$ cat src/rtl/mult_pkg.sv
package mult_pkg;

  typedef struct packed {
    logic stageLoad;
    logic outLoad;
  } strobe_t;

  function automatic int levelHeight(input int k, input int lvl);
    int h;
    h = k;
    for (int i = 0; i < lvl; i++) begin
      if (h > 2) h = h - h / 3;
    end
    return h;
  endfunction

  function automatic int levelCount(input int k);
    int h;
    int n;
    h = k;
    n = 0;
    while (h > 2) begin
      h = h - h / 3;
      n++;
    end
    return n;
  endfunction

endpackage

$ cat src/rtl/fa3.sv
module fa3 (
  input  logic x,
  input  logic y,
  input  logic z,
  output logic s,
  output logic c
);
  assign s = x ^ y ^ z;
  assign c = (x & y) | (x & z) | (y & z);
endmodule

$ cat src/rtl/mult_ctrl.sv
module mult_ctrl
  import mult_pkg::*;
#(
  parameter int HAS_PIPE = 1,
  parameter int OUT_REG  = 1
) (
  input  logic    clk,
  input  logic    rstN,
  input  logic    inValid,
  output strobe_t strb,
  output logic    outValid
);
  localparam int LAT = HAS_PIPE + OUT_REG;

  logic midValid;

  generate
    if (HAS_PIPE != 0) begin : g_pipe
      logic vMid;
      always_ff @(posedge clk or negedge rstN) begin
        if (!rstN) vMid <= 1'b0;
        else       vMid <= inValid;
      end
      assign midValid = vMid;
    end else begin : g_nopipe
      assign midValid = inValid;
    end

    if (OUT_REG != 0) begin : g_oreg
      logic vOut;
      always_ff @(posedge clk or negedge rstN) begin
        if (!rstN) vOut <= 1'b0;
        else       vOut <= midValid;
      end
      assign outValid = vOut;
    end else begin : g_noreg
      assign outValid = midValid;
    end
  endgenerate

  assign strb.stageLoad = inValid;
  assign strb.outLoad   = midValid;

  // cycles since reset, saturating; guards the latency check
  logic [1:0] sinceRst;
  always_ff @(posedge clk or negedge rstN) begin
    if (!rstN)                sinceRst <= 2'd0;
    else if (sinceRst != 2'd3) sinceRst <= sinceRst + 2'd1;
  end

  generate
    if (LAT == 1) begin : g_a1
      assert_valid_latency_R3: assert property (@(posedge clk) disable iff (!rstN)
        (sinceRst >= 2'd1) |-> (outValid == $past(inValid, 1)));
    end else if (LAT == 2) begin : g_a2
      assert_valid_latency_R3: assert property (@(posedge clk) disable iff (!rstN)
        (sinceRst >= 2'd2) |-> (outValid == $past(inValid, 2)));
    end
  endgenerate
endmodule

$ cat src/rtl/mult_datapath.sv
module mult_datapath
  import mult_pkg::*;
#(
  parameter int A_W        = 6,
  parameter int B_W        = 5,
  parameter int PIPE_AFTER = 2,
  parameter int OUT_REG    = 1,
  parameter int FINAL_ADD  = 1
) (
  input  logic             clk,
  input  logic             rstN,
  input  strobe_t          strb,
  input  logic [A_W-1:0]   opA,
  input  logic [B_W-1:0]   opB,
  output logic [A_W+B_W-1:0] sumVec,
  output logic [A_W+B_W-1:0] carryVec,
  output logic [A_W+B_W-1:0] product
);
  localparam int W    = A_W + B_W;
  localparam int COLS = W - 1;
  localparam int K    = (A_W <= B_W) ? A_W : B_W;
  localparam int BIG  = (A_W <= B_W) ? B_W : A_W;
  localparam int LV   = levelCount(K);
  localparam int LVA  = (LV > 0) ? LV : 1;

  logic [K-1:0]   smallOp;
  logic [BIG-1:0] bigOp;

  generate
    if (A_W <= B_W) begin : g_selA
      assign smallOp = opA;
      assign bigOp   = opB;
    end else begin : g_selB
      assign smallOp = opB;
      assign bigOp   = opA;
    end
  endgenerate

  logic [K-1:0] lv   [LV+1][COLS];   // level outputs, padded to slice height
  logic [K-1:0] lvIn [LV+1][COLS];   // level inputs, after optional stage bank
  logic [K-1:0] cy   [LVA][COLS];    // lateral carries out of each slice
  logic [LVA-1:0] topOr;

  // partial product array, zero padded per column
  generate
    for (genvar c = 0; c < COLS; c++) begin : g_ppCol
      for (genvar r = 0; r < K; r++) begin : g_ppRow
        if ((c - r >= 0) && (c - r < BIG)) begin : g_on
          assign lv[0][c][r] = smallOp[r] & bigOp[c-r];
        end else begin : g_off
          assign lv[0][c][r] = 1'b0;
        end
      end
    end
  endgenerate

  // optional register bank across all slices
  generate
    if (PIPE_AFTER > 0 && PIPE_AFTER <= LV) begin : g_stage
      logic [K-1:0] stageQ [COLS];
      always_ff @(posedge clk or negedge rstN) begin
        if (!rstN) begin
          for (int c = 0; c < COLS; c++) stageQ[c] <= '0;
        end else if (strb.stageLoad) begin
          for (int c = 0; c < COLS; c++) stageQ[c] <= lv[PIPE_AFTER][c];
        end
      end
      for (genvar L = 0; L <= LV; L++) begin : g_lvSel
        for (genvar c = 0; c < COLS; c++) begin : g_colSel
          if (L == PIPE_AFTER) begin : g_reg
            assign lvIn[L][c] = stageQ[c];
          end else begin : g_comb
            assign lvIn[L][c] = lv[L][c];
          end
        end
      end
    end else begin : g_noStage
      for (genvar L = 0; L <= LV; L++) begin : g_lvSel
        for (genvar c = 0; c < COLS; c++) begin : g_colSel
          assign lvIn[L][c] = lv[L][c];
        end
      end
    end
  endgenerate

  // identical slices, one counter layer per level
  generate
    if (LV == 0) begin : g_noLv
      for (genvar c = 0; c < COLS; c++) begin : g_z
        assign cy[0][c] = '0;
      end
      assign topOr = '0;
    end
    for (genvar L = 0; L < LV; L++) begin : g_lvl
      localparam int HL = levelHeight(K, L);
      localparam int FL = HL / 3;
      for (genvar c = 0; c < COLS; c++) begin : g_col
        for (genvar r = 0; r < K; r++) begin : g_row
          if (r < FL) begin : g_fa
            fa3 u_fa (
              .x(lvIn[L][c][3*r]),
              .y(lvIn[L][c][3*r+1]),
              .z(lvIn[L][c][3*r+2]),
              .s(lv[L+1][c][r]),
              .c(cy[L][c][r])
            );
          end else begin : g_noFa
            assign cy[L][c][r] = 1'b0;
            if (r < 2 * FL) begin : g_cin
              if (c == 0) begin : g_lsb
                assign lv[L+1][c][r] = 1'b0;
              end else begin : g_nb
                assign lv[L+1][c][r] = cy[L][c-1][r-FL];
              end
            end else if (r < HL - FL) begin : g_pass
              assign lv[L+1][c][r] = lvIn[L][c][r+FL];
            end else begin : g_pad
              assign lv[L+1][c][r] = 1'b0;
            end
          end
        end
      end
      assign topOr[L] = |cy[L][COLS-1];
    end
  endgenerate

  // carries leaving the top slice land in the spill bit
  logic spillPre;
  logic spillPost;
  always_comb begin
    spillPre  = 1'b0;
    spillPost = 1'b0;
    for (int L = 0; L < LV; L++) begin
      if (L < PIPE_AFTER) spillPre  = spillPre  | topOr[L];
      else                spillPost = spillPost | topOr[L];
    end
  end

  logic spillHeld;
  generate
    if (PIPE_AFTER > 0 && PIPE_AFTER <= LV) begin : g_spillReg
      logic spillQ;
      always_ff @(posedge clk or negedge rstN) begin
        if (!rstN)                spillQ <= 1'b0;
        else if (strb.stageLoad)  spillQ <= spillPre;
      end
      assign spillHeld = spillQ;
    end else begin : g_spillComb
      assign spillHeld = spillPre;
    end
  endgenerate

  logic [W-1:0] sumNext;
  logic [W-1:0] carryNext;
  logic [W-1:0] prodNext;

  always_comb begin
    for (int c = 0; c < COLS; c++) begin
      sumNext[c]   = lvIn[LV][c][0];
      carryNext[c] = lvIn[LV][c][1];
    end
    sumNext[W-1]   = spillHeld | spillPost;
    carryNext[W-1] = 1'b0;
  end

  generate
    if (FINAL_ADD != 0) begin : g_add
      assign prodNext = sumNext + carryNext;
    end else begin : g_noAdd
      assign prodNext = '0;
    end

    if (OUT_REG != 0) begin : g_out
      always_ff @(posedge clk or negedge rstN) begin
        if (!rstN) begin
          sumVec   <= '0;
          carryVec <= '0;
          product  <= '0;
        end else if (strb.outLoad) begin
          sumVec   <= sumNext;
          carryVec <= carryNext;
          product  <= prodNext;
        end
      end
    end else begin : g_noOut
      assign sumVec   = sumNext;
      assign carryVec = carryNext;
      assign product  = prodNext;
    end
  endgenerate

  assert_spill_single_R8: assert property (@(posedge clk) disable iff (!rstN)
    !(spillHeld && spillPost));

  assert_no_overflow_R2: assert property (@(posedge clk) disable iff (!rstN)
    ({1'b0, sumNext} + {1'b0, carryNext}) < {1'b1, {W{1'b0}}});
endmodule

$ cat src/rtl/csa_tree_mult.sv
module csa_tree_mult
  import mult_pkg::*;
#(
  parameter int A_W        = 6,
  parameter int B_W        = 5,
  parameter int PIPE_AFTER = 2,
  parameter int OUT_REG    = 1,
  parameter int FINAL_ADD  = 1
) (
  input  logic               clk,
  input  logic               rstN,
  input  logic               inValid,
  input  logic [A_W-1:0]     opA,
  input  logic [B_W-1:0]     opB,
  output logic               outValid,
  output logic [A_W+B_W-1:0] sumVec,
  output logic [A_W+B_W-1:0] carryVec,
  output logic [A_W+B_W-1:0] product
);
  localparam int W        = A_W + B_W;
  localparam int K        = (A_W <= B_W) ? A_W : B_W;
  localparam int HAS_PIPE = (PIPE_AFTER > 0 && PIPE_AFTER <= levelCount(K)) ? 1 : 0;
  localparam int LAT      = HAS_PIPE + ((OUT_REG != 0) ? 1 : 0);

  strobe_t strb;

  mult_ctrl #(.HAS_PIPE(HAS_PIPE), .OUT_REG((OUT_REG != 0) ? 1 : 0)) u_ctrl (
    .clk(clk), .rstN(rstN), .inValid(inValid), .strb(strb), .outValid(outValid)
  );

  mult_datapath #(
    .A_W(A_W), .B_W(B_W), .PIPE_AFTER(PIPE_AFTER),
    .OUT_REG(OUT_REG), .FINAL_ADD(FINAL_ADD)
  ) u_dp (
    .clk(clk), .rstN(rstN), .strb(strb), .opA(opA), .opB(opB),
    .sumVec(sumVec), .carryVec(carryVec), .product(product)
  );

  logic [1:0] sinceRst;
  always_ff @(posedge clk or negedge rstN) begin
    if (!rstN)                 sinceRst <= 2'd0;
    else if (sinceRst != 2'd3) sinceRst <= sinceRst + 2'd1;
  end

  generate
    if (FINAL_ADD != 0 && LAT == 2) begin : g_chk2
      assert_product_R1: assert property (@(posedge clk) disable iff (!rstN)
        (sinceRst >= 2'd2 && outValid) |->
        (product == ({{B_W{1'b0}}, $past(opA, 2)} * {{A_W{1'b0}}, $past(opB, 2)})));
    end else if (FINAL_ADD != 0 && LAT == 1) begin : g_chk1
      assert_product_R1: assert property (@(posedge clk) disable iff (!rstN)
        (sinceRst >= 2'd1 && outValid) |->
        (product == ({{B_W{1'b0}}, $past(opA, 1)} * {{A_W{1'b0}}, $past(opB, 1)})));
    end
  endgenerate

  assert_carry_top_R8: assert property (@(posedge clk) disable iff (!rstN)
    carryVec[W-1] == 1'b0);
endmodule

$ cat config.mk
export PLATFORM = sky130hd
export DESIGN_NAME = csa_tree_mult
export DESIGN_NICKNAME = d
export VERILOG_FILES = /design/src/rtl/mult_pkg.sv /design/src/rtl/fa3.sv /design/src/rtl/mult_ctrl.sv /design/src/rtl/mult_datapath.sv /design/src/rtl/csa_tree_mult.sv
export SDC_FILE = /design/constraint.sdc
export NUM_CORES = 1
export LEC_CHECK = 0
export BUFFER_PORTS_ARGS = -buffer_cell sky130_fd_sc_hd__buf_2
export CORE_ASPECT_RATIO = 1.1
export CORE_MARGIN = 3
export CORE_UTILIZATION = 36
export DETAILED_ROUTE_END_ITERATION = 8
export PLACE_DENSITY_LB_ADDON = 0.05
export SYNTH_ARGS = -nofsm -noshare
export SYNTH_HDL_FRONTEND = slang
export SYNTH_HIERARCHICAL = 1
export SYNTH_SLANG_ARGS = --single-unit
export TNS_END_PERCENT = 1
$ cat constraint.sdc
create_clock -name clk -period 2.6 [get_ports clk]
set_input_delay 0 -clock clk [delete_from_list [all_inputs] [get_ports clk]]
set_output_delay 0 -clock clk [all_outputs]
set_load 0.03 [all_outputs]
After elaboration in Yosys (flattened, before gate mapping)
Cells that the tools add are included.

cells by class
  $add $sub $neg = 1
  bitwise gates (word level) = 136

operators by type and width
  cell                                       count
  1-bit AND                                  76
  1-bit bitwise XOR                          32
  1-bit bitwise OR                           28
  10-bit by 10-bit adder with 11-bit output  1

word-level totals
  output and inout bits = 34
  flip-flop bits (word level) = 50
  word-level logic and storage cells = 152

Depth between registers and ports, before layout
  depth in word-level cells = 7
  gate-level depth with buffers = 9
  depth with buffers taken out = 9

By module
Netlist, hierarchy kept.

by module, submodules not included
  module         times used  cells each  area each (um2)  seq. area each (um2)
  mult_datapath  1           221         2667.6           1401.3
  fa3            30          1           20.0             0.0
  mult_ctrl      1           4           65.1             50.0

Worst setup path after synthesis
No wires, ideal clock.

  path type = reg2reg
  start point = register, netlist name u_dp/g_stage.stageQ[36]
  end point = register u_dp.product[9]
  setup time = 0.125 ns
  stages on the path, launching flop included = 9
  buffers on the path = 0
  data required time = 2.475 ns
  data arrival time = 2.246 ns
  setup slack = 0.229 ns
  cells stage by stage = dfrtp_1 fa_1 inv_1 fa_1 nor2b_4 o31a_1 o221ai_2 xnor2_1 mux2_4

RTL lines
  item                  RTL line              RTL
  end signal, assigned  mult_datapath.sv:182  product <= prodNext;
  end, declared         mult_datapath.sv:17   output logic [A_W+B_W-1:0] product

==> flow_metrics.py <==
metrics = {
    "global_routing": {
        "antenna_found_initial": 0,
        "grt_max_degree": 35,
        "grtUsageTotal": 0.1434,
        "grt_overflow": 0,
        "grt_pass1_vias": 2274,
        "grt_pass1_wl_mm": 11.55,
    },
    "timing": {
        "slew_headroom": 0.5491,
        "postLayoutSetupSlackWorst_ps": 139.1,
        "worst_slew_pin_slew_ps": 676.4,
        "finalSetupViolCount": 0,
        "grt_setup_unrepaired": "no",
        "finalCriticalPeriod_ps": 2461,
        "hold_viol": 0,
        "slew_violations": 0,
        "fin_worst_skew_ps": 10.42,
        "max_freq_mhz": 406.4,
        "fin_tns_setup_ps": 0,
        "min_period_over_period": 0.9465,
    },
    "yosys": {
        "yosysTopAreaCellShare": 0.4354,
        "synth.most_common_cell": "dfrtp_1",
        "synth_cell_types": 37,
        "synth_compound_area_frac": 0.06269,
        "synth_cells": 255,
        "synth_seq_cells": 58,
        "synth_top_area_cell": "dfrtp_1",
        "syn_area_per_cell_um2": 13.07,
        "async_flop_share": 1.000,
        "synthXorXnorAreaFrac": 0.01051,
        "synth-main-ff-cell": "dfrtp_1",
        "synth-edff-count": 0,
        "yosysWarnings": 6,
        "synth_mux_area_frac": 0.1430,
        "synth_top_family_by_area": "adder cells",
        "synth_fa_ha_area_frac": 0.2200,
        "synth_area_um2": 3333,
        "yosys.area_share.simple": 0.09347,
        "seq_area_frac_synth": 0.4354,
        "synth_area_leaders": "dfrtp_1 (44%), fa_1 (19%), mux2_2 (14%), and2_1 (4.5%), ha_1 (3.4%)",
        "synth_commonest_cells": "dfrtp_1 (58), mux2_2 (41), fa_1 (31), and2_1 (24), o21ai_0 (13)",
    },
    "place": {
        "dp_hpwl_mm": 4.995,
        "place_inst": 426,
        "place_congestion": 0.7104,
        "portBuffers": 45,
        "pre_cts_slack_ps": 87.62,
        "placed_area_um2": 3727,
    },
    "routing": {
        "drc_errors": 0,
        "drtIter0Drc": 56,
        "num_vias": 2127,
        "wl_per_cell_um": 14.74,
        "routed_wl_mm": 6.675,
        "drtAntennaViolNets": 0,
        "drtPass1Iterations": 4,
        "via_per_inst": 4.695,
    },
    "die": {
        "initial_utilization": 0.3737,
        "io-pin-count": 48,
        "core_um2": 8919,
        "fp-row-count": 36,
        "die_height_um": 106.9,
        "die_area_um2": 10450,
        "die_w_um": 97.75,
    },
    "setup_path": {
        "cp-end-kind": "flip-flop",
        "r2r_cells": 8,
        "crit_fanout": 3,
        "cp.arrival_ps": 2670,
        "criticalPathCategory": "flip-flop to flip-flop",
        "timing.rr.end": "u_dp/product[9]",
        "crit_required_ps": 2810,
        "reg2reg_slack_ps": 140,
        "r2r_start": "u_dp/g_stage.stageQ[36]",
        "startpoint": "u_dp/g_stage.stageQ[36]",
        "crit_path_start_kind": "flip-flop",
    },
    "cells_and_area": {
        "fin_nets": 388,
        "antenna_cells": 0,
        "drive_above_1_share": 0.3215,
        "fill_cells": 855,
        "postLayoutCellArea_um2": 4059,
        "syn2layout_area_growth_pct": 21.77,
        "final_cells": 453,
    },
    "clocking": {
        "post_cts_buffers": 0,
        "clock_latency_ps": 330,
        "cts_root_buf": "clkbuf_8",
        "path_clk_slew_ps": 70,
        "htree_levels": 3,
        "ctsLongestPathBuffers": 2,
        "cts_sinks": 58,
        "cts_buffers": 9,
        "cts_tree": "yes",
    },
    "pwr": {
        "p_per_area_nw_per_um2": 1030,
        "peakVddDrop_mv": 0.3925,
        "total_power_mw": 4.180,
        "p_leak_nw": 1.875,
    },
    "min_path": {
        "holdPathEnd": "u_dp/g_stage.stageQ[12]",
        "hp-start": "opB[4]",
        "hold_depth": 3,
        "hold_class": "input port to flip-flop",
    },
    "status": {
        "status": "complete, no violations",
    },
    "flow_run": {
        "cap_viol_max_count": 0,
    },
}
## kinds of logic after synthesis
group,count (synthesis)
muxes,42
AOI/OAI and AO/OA,32
xor gates and xnor gates,4
buffers and inverters,23
adders and majority gates,40
and+or+nand+nor,55
other,1
DFF,58
## per-stage QoR
stage	utilization	hold WS [ps]
after floorplan	-	-295.6
after global placement	0.4179	63.41
after detailed placement	0.4179	68.19
after CTS	0.4548	25.27
after global routing	0.4551	16.60
final	0.4551	31.42
## critical path, stage by stage, from the launching register on
cell and delay (ps):
dfrtp_1 400, fa_1 600, inv_1 90, fa_2 430, nor2b_4 120, o31a_1 190
o221ai_2 120, xnor2_1 130, mux2_4 250
## registers in the layout, indices dropped and copies added (netlist names)
signal / flops
u_ctrl/g_pipe.vMid: 1
u_ctrl/outValid: 1
u_dp/carryVec: 9
u_dp/g_spillReg.spillQ: 1
u_dp/g_stage.stageQ: 25
u_dp/product: 10
u_dp/sumVec: 11
## metal layers
layer,vias to the layer above,GRT usage,wire length (um)
li1,994,-,-
met1,1088,0.1696,2852
met2,40,0.2556,3514
met3,5,0.04489,250
met4,0,0.03264,57
met5,-,0,0
## layout make-up
type,count,area [um^2],area share
Tap cell,114,142.6,0.03514
Multi-Input combinational cell,197,1858,0.4578
Clock inverter,5,77.57,0.01911
Inverter,10,37.54,0.009248
Timing Repair Buffer,58,350.3,0.08631
Clock buffer,11,141.4,0.03483
Sequential cell,58,1451,0.3576
## power by group
| part | switching (mW) | leakage, nW | internal (mW) |
|---|---|---|---|
| logic | 1.12 | 1.07 | 0.793 |
| clock network | 0.357 | 0.109 | 0.563 |
| registers | 0.158 | 0.701 | 1.19 |
| total | 1.64 | 1.88 | 2.54 |
## layout by cell type, fill, tap and decap left out, types with 2 or more instances in the layout
cell type / Yosys / layout
a211oi_1: 2 / 2
a21o_1: 3 / 3
a21oi_1: 5 / 5
and2_1: 24 / 24
buf_2: 3 / 45
buf_4: 6 / 2
bufinv_16: 0 / 2
clkbuf_8: 0 / 10
clkinv_2: 0 / 2
conb_1: 1 / 24
dfrtp_1: 58 / 58
dlygate4sd3_1: 0 / 11
fa_1: 31 / 30
ha_1: 9 / 9
inv_1: 10 / 10
mux2_2: 41 / 41
nand2_1: 4 / 4
nand3_1: 7 / 7
nor2_1: 10 / 10
nor3_1: 3 / 3
o21ai_0: 13 / 13
xnor2_1: 3 / 3
## how the worst max path moves through the flow
stage / end / depth (start not counted)
floorplan: u_dp/product[9] / 8
global placement: u_dp/product[9] / 8
detailed placement: u_dp/product[9] / 8
CTS: u_dp/product[9] / 8
global route: u_dp/product[9] / 8
finish: u_dp/product[9] / 8
## timing repair
item                                    in CTS  in global routing
hold buffers                                11                  0
endpoints found under the setup margin       0                  1
hold endpoints to repair                    32                  0
gates resized for setup                      0                  1
Note: power is estimated with default switching activity, not from simulation.
